## src/rtl/sdn_pkg.sv

```systemverilog
package sdn_pkg;
  typedef enum logic {
    ST_COLLECT = 1'b0,
    ST_FLUSH   = 1'b1
  } sdn_state_e;
endpackage

```

## src/rtl/sdn_residue.sv

```systemverilog
module sdn_residue #(
  parameter int unsigned DIGIT_W = 9
) (
  input  logic               clk_i,
  input  logic               rst_ni,
  input  logic               step_i,
  input  logic               clear_i,
  input  logic [DIGIT_W-1:0] digit_i,
  output logic               bit_o
);
  localparam int unsigned SUM_W = DIGIT_W + 1;

  // residue stays <= 2^DIGIT_W-1, so the sum fits in DIGIT_W+1 bits
  logic [DIGIT_W-1:0] residue_q;
  logic [SUM_W-1:0]   sum_w;

  assign sum_w = {1'b0, residue_q} + {1'b0, digit_i};
  assign bit_o = sum_w[0];

  always_ff @(posedge clk_i or negedge rst_ni) begin
    if (!rst_ni)      residue_q <= '0;
    else if (clear_i) residue_q <= '0;
    else if (step_i)  residue_q <= sum_w[SUM_W-1:1];
  end
endmodule

```

## src/rtl/sdn_collector.sv

```systemverilog
module sdn_collector #(
  parameter int unsigned RES_W = 32
) (
  input  logic             clk_i,
  input  logic             rst_ni,
  input  logic             shift_i,
  input  logic             load_i,
  input  logic             bit_i,
  output logic [RES_W-1:0] word_next_o,
  output logic [RES_W-1:0] result_o
);
  logic [RES_W-1:0] word_q;
  logic [RES_W-1:0] result_q;

  // bits enter at the top; after RES_W shifts the first lands at bit 0
  assign word_next_o = {bit_i, word_q[RES_W-1:1]};
  assign result_o    = result_q;

  always_ff @(posedge clk_i or negedge rst_ni) begin
    if (!rst_ni)      word_q <= '0;
    else if (shift_i) word_q <= word_next_o;
  end

  always_ff @(posedge clk_i or negedge rst_ni) begin
    if (!rst_ni)     result_q <= '0;
    else if (load_i) result_q <= word_next_o;
  end
endmodule

```

## src/rtl/sdn_ctrl.sv

```systemverilog
module sdn_ctrl
  import sdn_pkg::*;
#(
  parameter int unsigned RES_W = 32
) (
  input  logic                     clk_i,
  input  logic                     rst_ni,
  input  logic                     digit_valid_i,
  input  logic                     digit_last_i,
  input  logic                     acc_en_i,
  output logic                     take_o,
  output logic                     step_o,
  output logic                     done_o,
  output logic                     busy_o,
  output logic                     mode_o,
  output logic                     mode_q_o,
  output logic [$clog2(RES_W)-1:0] cnt_o
);
  localparam int unsigned CNT_W = $clog2(RES_W);
  localparam logic [CNT_W-1:0] LAST_POS = CNT_W'(RES_W - 1);

  sdn_state_e       state_q;
  logic [CNT_W-1:0] cnt_q;
  logic             mode_q;

  assign busy_o   = (state_q == ST_FLUSH);
  assign take_o   = digit_valid_i && !busy_o;
  assign step_o   = take_o || busy_o;
  assign done_o   = step_o && (cnt_q == LAST_POS);
  assign mode_o   = (take_o && cnt_q == '0) ? acc_en_i : mode_q;
  assign mode_q_o = mode_q;
  assign cnt_o    = cnt_q;

  always_ff @(posedge clk_i or negedge rst_ni) begin
    if (!rst_ni) begin
      state_q <= ST_COLLECT;
      cnt_q   <= '0;
    end else if (done_o) begin
      state_q <= ST_COLLECT;
      cnt_q   <= '0;
    end else if (step_o) begin
      cnt_q <= cnt_q + 1'b1;
      if (take_o && digit_last_i) state_q <= ST_FLUSH;
    end
  end

  always_ff @(posedge clk_i or negedge rst_ni) begin
    if (!rst_ni)                    mode_q <= 1'b0;
    else if (take_o && cnt_q == '0) mode_q <= acc_en_i;
  end
endmodule

```

## src/rtl/sdn_acc.sv

```systemverilog
module sdn_acc #(
  parameter int unsigned RES_W = 32
) (
  input  logic             clk_i,
  input  logic             rst_ni,
  input  logic             add_i,
  input  logic             clear_i,
  input  logic [RES_W-1:0] value_i,
  output logic [RES_W-1:0] acc_o
);
  logic [RES_W-1:0] acc_q;
  assign acc_o = acc_q;

  always_ff @(posedge clk_i or negedge rst_ni) begin
    if (!rst_ni)      acc_q <= '0;
    else if (clear_i) acc_q <= add_i ? value_i : '0;
    else if (add_i)   acc_q <= acc_q + value_i;
  end
endmodule

```

## src/rtl/serial_digit_normalizer.sv

```systemverilog
module serial_digit_normalizer #(
  parameter int unsigned DIGIT_W = 9,
  parameter int unsigned RES_W   = 32
) (
  input  logic               clk_i,
  input  logic               rst_ni,
  input  logic [DIGIT_W-1:0] digit_i,
  input  logic               digit_valid_i,
  input  logic               digit_last_i,
  input  logic               acc_en_i,
  input  logic               acc_clear_i,
  output logic               busy_o,
  output logic [RES_W-1:0]   result_o,
  output logic               result_valid_o,
  output logic [RES_W-1:0]   acc_o
);
  localparam int unsigned CNT_W = $clog2(RES_W);

  logic               take_w, step_w, done_w, mode_w, mode_q_w, bit_w;
  logic [CNT_W-1:0]   cnt_w;
  logic [DIGIT_W-1:0] digit_eff_w;
  logic [RES_W-1:0]   word_next_w;
  logic               result_valid_q;

  sdn_ctrl #(.RES_W(RES_W)) i_ctrl (
    .clk_i         (clk_i),
    .rst_ni        (rst_ni),
    .digit_valid_i (digit_valid_i),
    .digit_last_i  (digit_last_i),
    .acc_en_i      (acc_en_i),
    .take_o        (take_w),
    .step_o        (step_w),
    .done_o        (done_w),
    .busy_o        (busy_o),
    .mode_o        (mode_w),
    .mode_q_o      (mode_q_w),
    .cnt_o         (cnt_w)
  );

  // flush cycles feed zero digits
  assign digit_eff_w = take_w ? digit_i : '0;

  sdn_residue #(.DIGIT_W(DIGIT_W)) i_residue (
    .clk_i   (clk_i),
    .rst_ni  (rst_ni),
    .step_i  (step_w),
    .clear_i (done_w),
    .digit_i (digit_eff_w),
    .bit_o   (bit_w)
  );

  sdn_collector #(.RES_W(RES_W)) i_collector (
    .clk_i       (clk_i),
    .rst_ni      (rst_ni),
    .shift_i     (step_w),
    .load_i      (done_w),
    .bit_i       (bit_w),
    .word_next_o (word_next_w),
    .result_o    (result_o)
  );

  sdn_acc #(.RES_W(RES_W)) i_acc (
    .clk_i   (clk_i),
    .rst_ni  (rst_ni),
    .add_i   (done_w && mode_w),
    .clear_i (acc_clear_i),
    .value_i (word_next_w),
    .acc_o   (acc_o)
  );

  always_ff @(posedge clk_i or negedge rst_ni) begin
    if (!rst_ni) result_valid_q <= 1'b0;
    else         result_valid_q <= done_w;
  end
  assign result_valid_o = result_valid_q;
endmodule

```

## config.mk

```make
export PLATFORM = sky130hd
export DESIGN_NAME = serial_digit_normalizer
export DESIGN_NICKNAME = d
export VERILOG_FILES = /design/src/rtl/sdn_pkg.sv /design/src/rtl/sdn_residue.sv /design/src/rtl/sdn_collector.sv /design/src/rtl/sdn_ctrl.sv /design/src/rtl/sdn_acc.sv /design/src/rtl/serial_digit_normalizer.sv
export SDC_FILE = /design/constraint.sdc
export NUM_CORES = 1
export LEC_CHECK = 0
export BUFFER_PORTS_ARGS = -buffer_cell sky130_fd_sc_hd__buf_2
export CAP_MARGIN = 0
export CORE_UTILIZATION = 53
export DETAILED_ROUTE_END_ITERATION = 12
export GPL_TIMING_DRIVEN = 1
export PLACE_DENSITY_LB_ADDON = 0.12
export SLEW_MARGIN = 30
export SYNTH_ARGS = -nofsm -noshare
export SYNTH_HDL_FRONTEND = slang
export SYNTH_SLANG_ARGS = --single-unit
```

## constraint.sdc

```tcl
create_clock -name clk_i -period 2.7 [get_ports clk_i]
set_input_delay 0.81 -clock clk_i [delete_from_list [all_inputs] [get_ports clk_i]]
set_output_delay 0.81 -clock clk_i [all_outputs]
set_load 0.05 [all_outputs]
```

# After elaboration in Yosys (flattened, before gate mapping)
# Index checks and enable logic that the tools add are counted.
# op_classes
n_eq_ne	1
addsub	3
multipliers	0
shifts	0
n_mux	12
n_lt_le_gt_ge	0
bitwise_logic	0
div	0
n_reduce_logical	12
# op_table
op	count
32-bit 2-to-1 mux	3
32-bit adder	1
9-bit 2-to-1 mux	3
9-bit by 9-bit adder with 10-bit output	1
5-bit 2-to-1 mux	2
2-bit nonzero test	3
5-bit by 1-bit adder with 5-bit output (second input constant)	1
5-bit == test (second input constant)	1
1-bit logical AND	5
5-bit zero test	1
1-bit 2-to-1 mux	4
2-bit AND reduction	1
1-bit zero test	1
1-bit logical OR	1
# word_totals
ram_bits	0
inputBits	15
regBits	113
mem_count	0
elab_cells	36
rom_bits	0
latchBits	0

# Longest topological paths before layout
# depth
depth_word	7
ltp_mapped	13
mapped_depth_nobuf	13

# Modules after synthesis
# Synthesis repeated with hierarchy kept, for this count alone.
# unflattened
cells_unflattened	612
hier_area_um2	6742.7
# modules_own_cells
module	instances	area_per_inst_um2	cells_each
sdn_acc	1	2965.3	346
sdn_collector	1	2507.4	134
sdn_residue	1	798.3	83
sdn_ctrl	1	384.1	38
serial_digit_normalizer	1	87.6	11

# Worst setup path before layout
# No wires, ideal clock.
# synth_timing
path_kind	reg2reg
start	register i_acc.acc_q[0], in the netlist i_acc.acc_o[0]
end	register i_acc.acc_q[30], in the netlist i_acc.acc_o[30]
setup_slack_ns	-0.485
t_required_ns	2.575
setup_ns	0.125
arrival_ns	3.060
stages_incl_launch_ff	12
path_cell_list	dfrtp_1 ha_1 fa_1 a211oi_2 o21bai_1 a221o_1 a41oi_2 o211a_4 o211ai_1 a221oi_2 xor2_1 o21ai_1
# synth_via
elab_chain_cells	3
# synth_lines
item	line_no	rtl
start: declaration	sdn_acc.sv:11	logic [RES_W-1:0] acc_q;
start signal: assignment	sdn_acc.sv:16	else if (clear_i) acc_q <= add_i ? value_i : '0;
start signal: assignment	sdn_acc.sv:17	else if (add_i) acc_q <= acc_q + value_i;
32-bit adder	sdn_acc.sv:17	
32-bit 2-to-1 mux	sdn_acc.sv:17	
32-bit 2-to-1 mux	sdn_acc.sv:16	
# No other way between the ends. The select of a mux whose other input is x is not followed.
# A chain may end at the register's enable or synchronous reset.

# Worst setup path after layout
# layout_timing
start	register i_collector.word_q[1]
end	register i_acc.acc_q[18], in the netlist i_acc.acc_o[18]
# layout_via
elab_chain_cells	3
# layout_lines
item	line_no	rtl
start: declaration	sdn_collector.sv:12	logic [RES_W-1:0] word_q;
start signal: assignment	sdn_collector.sv:21	else if (shift_i) word_q <= word_next_o;
32-bit adder	sdn_acc.sv:17	
32-bit 2-to-1 mux	sdn_acc.sv:17	
32-bit 2-to-1 mux	sdn_acc.sv:16	
# No other way between the ends. The select of a mux whose other input is x is not followed.

==> key figures <==
STA
  • Worst hold slack: 0.409 ns
  • Slew HR: 56.8%
  • Clock Skew: 0.00853 ns
  • FMAX: 339 MHz
  • Fin. Hold Viols: 0
  • Unrepaired setup endpoints after global routing: yes
  • Setup TNS: -1.64 ns
  • Setup Viol. Count Final: 10
  • Max Slew Vio Count: 0
  • Slew @ Worst Pin: 0.647 ns
  • Minimum clock period: 2.95 ns
  • Setup ws final: -0.249 ns
  • Period utilisation layout: 109%

Die
  • Initial cell density of the core: 55.3%
  • DIE AREA: 0.0125 mm²
  • Die Wd: 112 µm
  • Core Region: 0.0116 mm²
  • Num rows: 39
  • Ports: 81
  • Die Y: 112 µm

Placement
  • Dpl hpwl: 9.89 mm
  • Placed insts: 850
  • I/O Buffers: 80
  • Routability-driven placement congestion ratio: 0.862

Clock network
  • Clock root buffer: clkbuf_16
  • CTS sink count: 112
  • Number of CTS-inserted buffers: 9
  • Post-CTS Hold Buffers: 0
  • Worst-path clk slew: 0.07 ns
  • # H-tree levels: 3
  • Worst-Skew Late Latency: 0.36 ns
  • CTS tree: done
  • CTS Buffer Depth: 2

GRT
  • First-pass GRT wire length: 24.3 mm
  • Initial antenna violation count: 0
  • Largest net degree at the start of global routing: 60
  • Total global routing track utilization: 23.9%
  • Vias in the first global route: 5,047
  • Total gr overflow: 0

Route
  • Drt drc: 11
  • DR WL/cell: 16.3 µm
  • Via count: 5,029
  • Final ANT Viol Nets: 0
  • Drt pass-1 iters: 8
  • Routed wire length: 14.3 mm
  • Routed vias/inst: 5.73
  • DR iter-0 viols: 193

Worst setup path
  • Critical Path RT: 2.91 ns
  • Crit path DAT: 3.16 ns
  • CP Max Fanout: 3
  • CP endpoint kind: register
  • Worst setup SP type: register
  • Crit Path Category: reg2reg

Yosys
  • Mapped Area: 0.00640 mm²
  • Distinct cell type count after synthesis: 49
  • Synth Register Bits: 112
  • Cells after Synth: 610
  • Syn_nets: 670
  • Largest area contributor in the netlist: dfrtp_1
  • EDFF count, synth: 0
  • Syn. warnings: 0
  • Ys async rst share: 100%
  • Top FF cell, synth: dfrtp_1
  • Top-area cell type share of the netlist area: 43.8%
  • Sequential element share of the synthesized area: 43.8%
  • Synth area leaders: dfrtp_1 (44%), mux2_2 (11%), ha_1 (8.4%)
  • Mean area per synthesized cell: 10.5 µm²

Worst hold path
  • Hold WC Path Type: in2async

Final layout
  • Register area: 0.00281 mm²
  • Synth-to-Final Area Change: 22.9%
  • N_diodes: 0
  • Nets: 789
  • Share of cells above drive strength 1: 33.9%
  • # fillers: 918
  • Multi-input logic area: 0.00363 mm²
  • Post-route insts no fill: 877

Power and ir drop
  • Worst vdd ir: 0.000592 V
  • LEAKAGE: 4.00 nW
  • Power per cell area: 812 mW/mm²

Status
  • Status: complete, but fails checks
  • Failing checks: design-rule violations, negative setup slack

Run
  • MaxCap Viol Count: 0
-- synth_stat cells (2+ instances only) --
| master | number |
|---|---|
| fa_1 | 2 |
| a31oi_1 | 9 |
| nand2_1 | 22 |
| o21ai_0 | 48 |
| nand3_1 | 35 |
| mux2_2 | 62 |
| and2_1 | 9 |
| xnor2_1 | 16 |
| nor4b_1 | 2 |
| a221o_1 | 2 |
| a211oi_1 | 5 |
| xor2_1 | 18 |
| nor2_1 | 29 |
| nor3b_1 | 4 |
| mux2i_1 | 11 |
| nand3b_1 | 3 |
| nand4_1 | 2 |
| inv_1 | 16 |
| nand2b_1 | 4 |
| nor3_1 | 8 |
| a21oi_1 | 49 |
| a21o_1 | 20 |
| ha_1 | 43 |
| nor2b_1 | 2 |
| dfrtp_1 | 112 |
| and3_1 | 7 |
| a22o_1 | 6 |
| clkbuf_1 | 24 |
| o21bai_1 | 11 |
| o31ai_1 | 3 |
| o21a_1 | 3 |
| buf_2 | 2 |
| o21ai_1 | 4 |
| o211ai_1 | 2 |
-- per-stage QoR --
stage | utilization, % | worst slack [ns] | area [µm²] | total power [mW]
final | 68.0 | -0.249 | 7860 | 6.39
after global routing | 68.0 | -0.400 | 7860 | 6.77
after CTS | 66.4 | -0.227 | 7680 | 6.40
after detailed placement | 63.5 | -0.275 | 7340 | 5.01
after global placement | 63.5 | -0.173 | 7340 | 4.91
after floorplan | - | -0.206 | 6450 | 4.26
-- logic make-up after synthesis --
group / share of synthesized area, %
adder cells (fa/ha/maj): 9.04
buffers and inverters: 2.56
flip-flops: 43.8
AO/OA/AOI/OAI: 17.4
XOR/XNOR: 4.66
multiplexers: 12.6
AND/OR/NAND/NOR: 9.90
-- flip-flops by register name, summed over array words and instances (netlist names) --
| signal | flops |
|---|---|
| i_ctrl.mode_q_o | 1 |
| result_valid_o | 1 |
| i_collector.word_q | 31 |
| i_ctrl.cnt_o | 5 |
| i_residue.residue_q | 9 |
| i_acc.acc_o | 32 |
| i_ctrl.busy_o | 1 |
| i_collector.result_o | 32 |
-- cell type report --
class / count / area share [%]
Clock buffer: 13 / 3.31
Clock inverter: 3 / 0.509
Sequential cell: 112 / 35.7
Timing Repair Buffer: 135 / 11.2
Multi-Input combinational cell: 455 / 46.2
Inverter: 16 / 0.764
Tap cell: 143 / 2.28
-- power by group --
part           switching, mW  internal, mW
registers              0.399          2.11
logic                   1.51          1.00
clock network          0.592         0.768
total                   2.50          3.88
-- per-layer routing --
metal  up-vias  share of wire [%]  GRT usage, %  routed length, µm
met3        11                3.3          4.46                466
li1       2466                  -             -                  -
met2        97                 48          39.4               6890
met1      2455                 47          32.5               6760
met5         -                  0             0                  0
met4         0               0.96          6.31                137
-- repair_timing --
| action | 4_1_cts | 5_1_grt |
|---|---|---|
| buffers inserted | 3 | 9 |
| pin swaps | 8 | 21 |
| endpoints found under the setup margin | 10 | 16 |
| resized for setup | 3 | 29 |
-- worst max-delay path: stages, from the launching register on --
cell and delay, ns:
dfrtp_1 0.41, ha_4 0.18, fa_2 0.35, a211oi_2 0.24
o21bai_1 0.13, a221o_1 0.36, buf_4 0.15, buf_6 0.11
a31oi_4 0.16, o21ai_2 0.10, a311oi_2 0.29, xnor2_1 0.10
mux2i_1 0.14, o21ai_1 0.08
-- worst paths after layout --
path / start / endpoint / slack [ns] / depth (start not counted)
setup / recovery: i_collector.word_q[1] / i_acc.acc_o[18] / -0.25 / 13
hold / removal: rst_ni / i_collector.word_q[3] / 0.41 / 1
setup reg to reg: i_collector.word_q[1] / i_acc.acc_o[18] / -0.25 / 13
hold reg to reg: i_collector.result_o[31] / i_collector.result_o[31] / 0.49 / 2
max in group asynchronous: rst_ni / i_residue.residue_q[3] / 1.62 / 2
min in group clk_i: i_collector.result_o[31] / i_collector.result_o[31] / 0.49 / 2
-- cells in the final DEF, fill, tap and decap left out, types with 20 or more instances in the layout --
master   netlist  final
a21o_1        20     20
ha_1          43     40
nor2_1        29     27
nand2_1       22     22
a21oi_1       49     40
dfrtp_1      112    110
buf_4          0     49
buf_2          2     78
o21ai_0       48     38
mux2_2        62     62
nand3_1       35     35
Power figures use the tool's default switching activity.
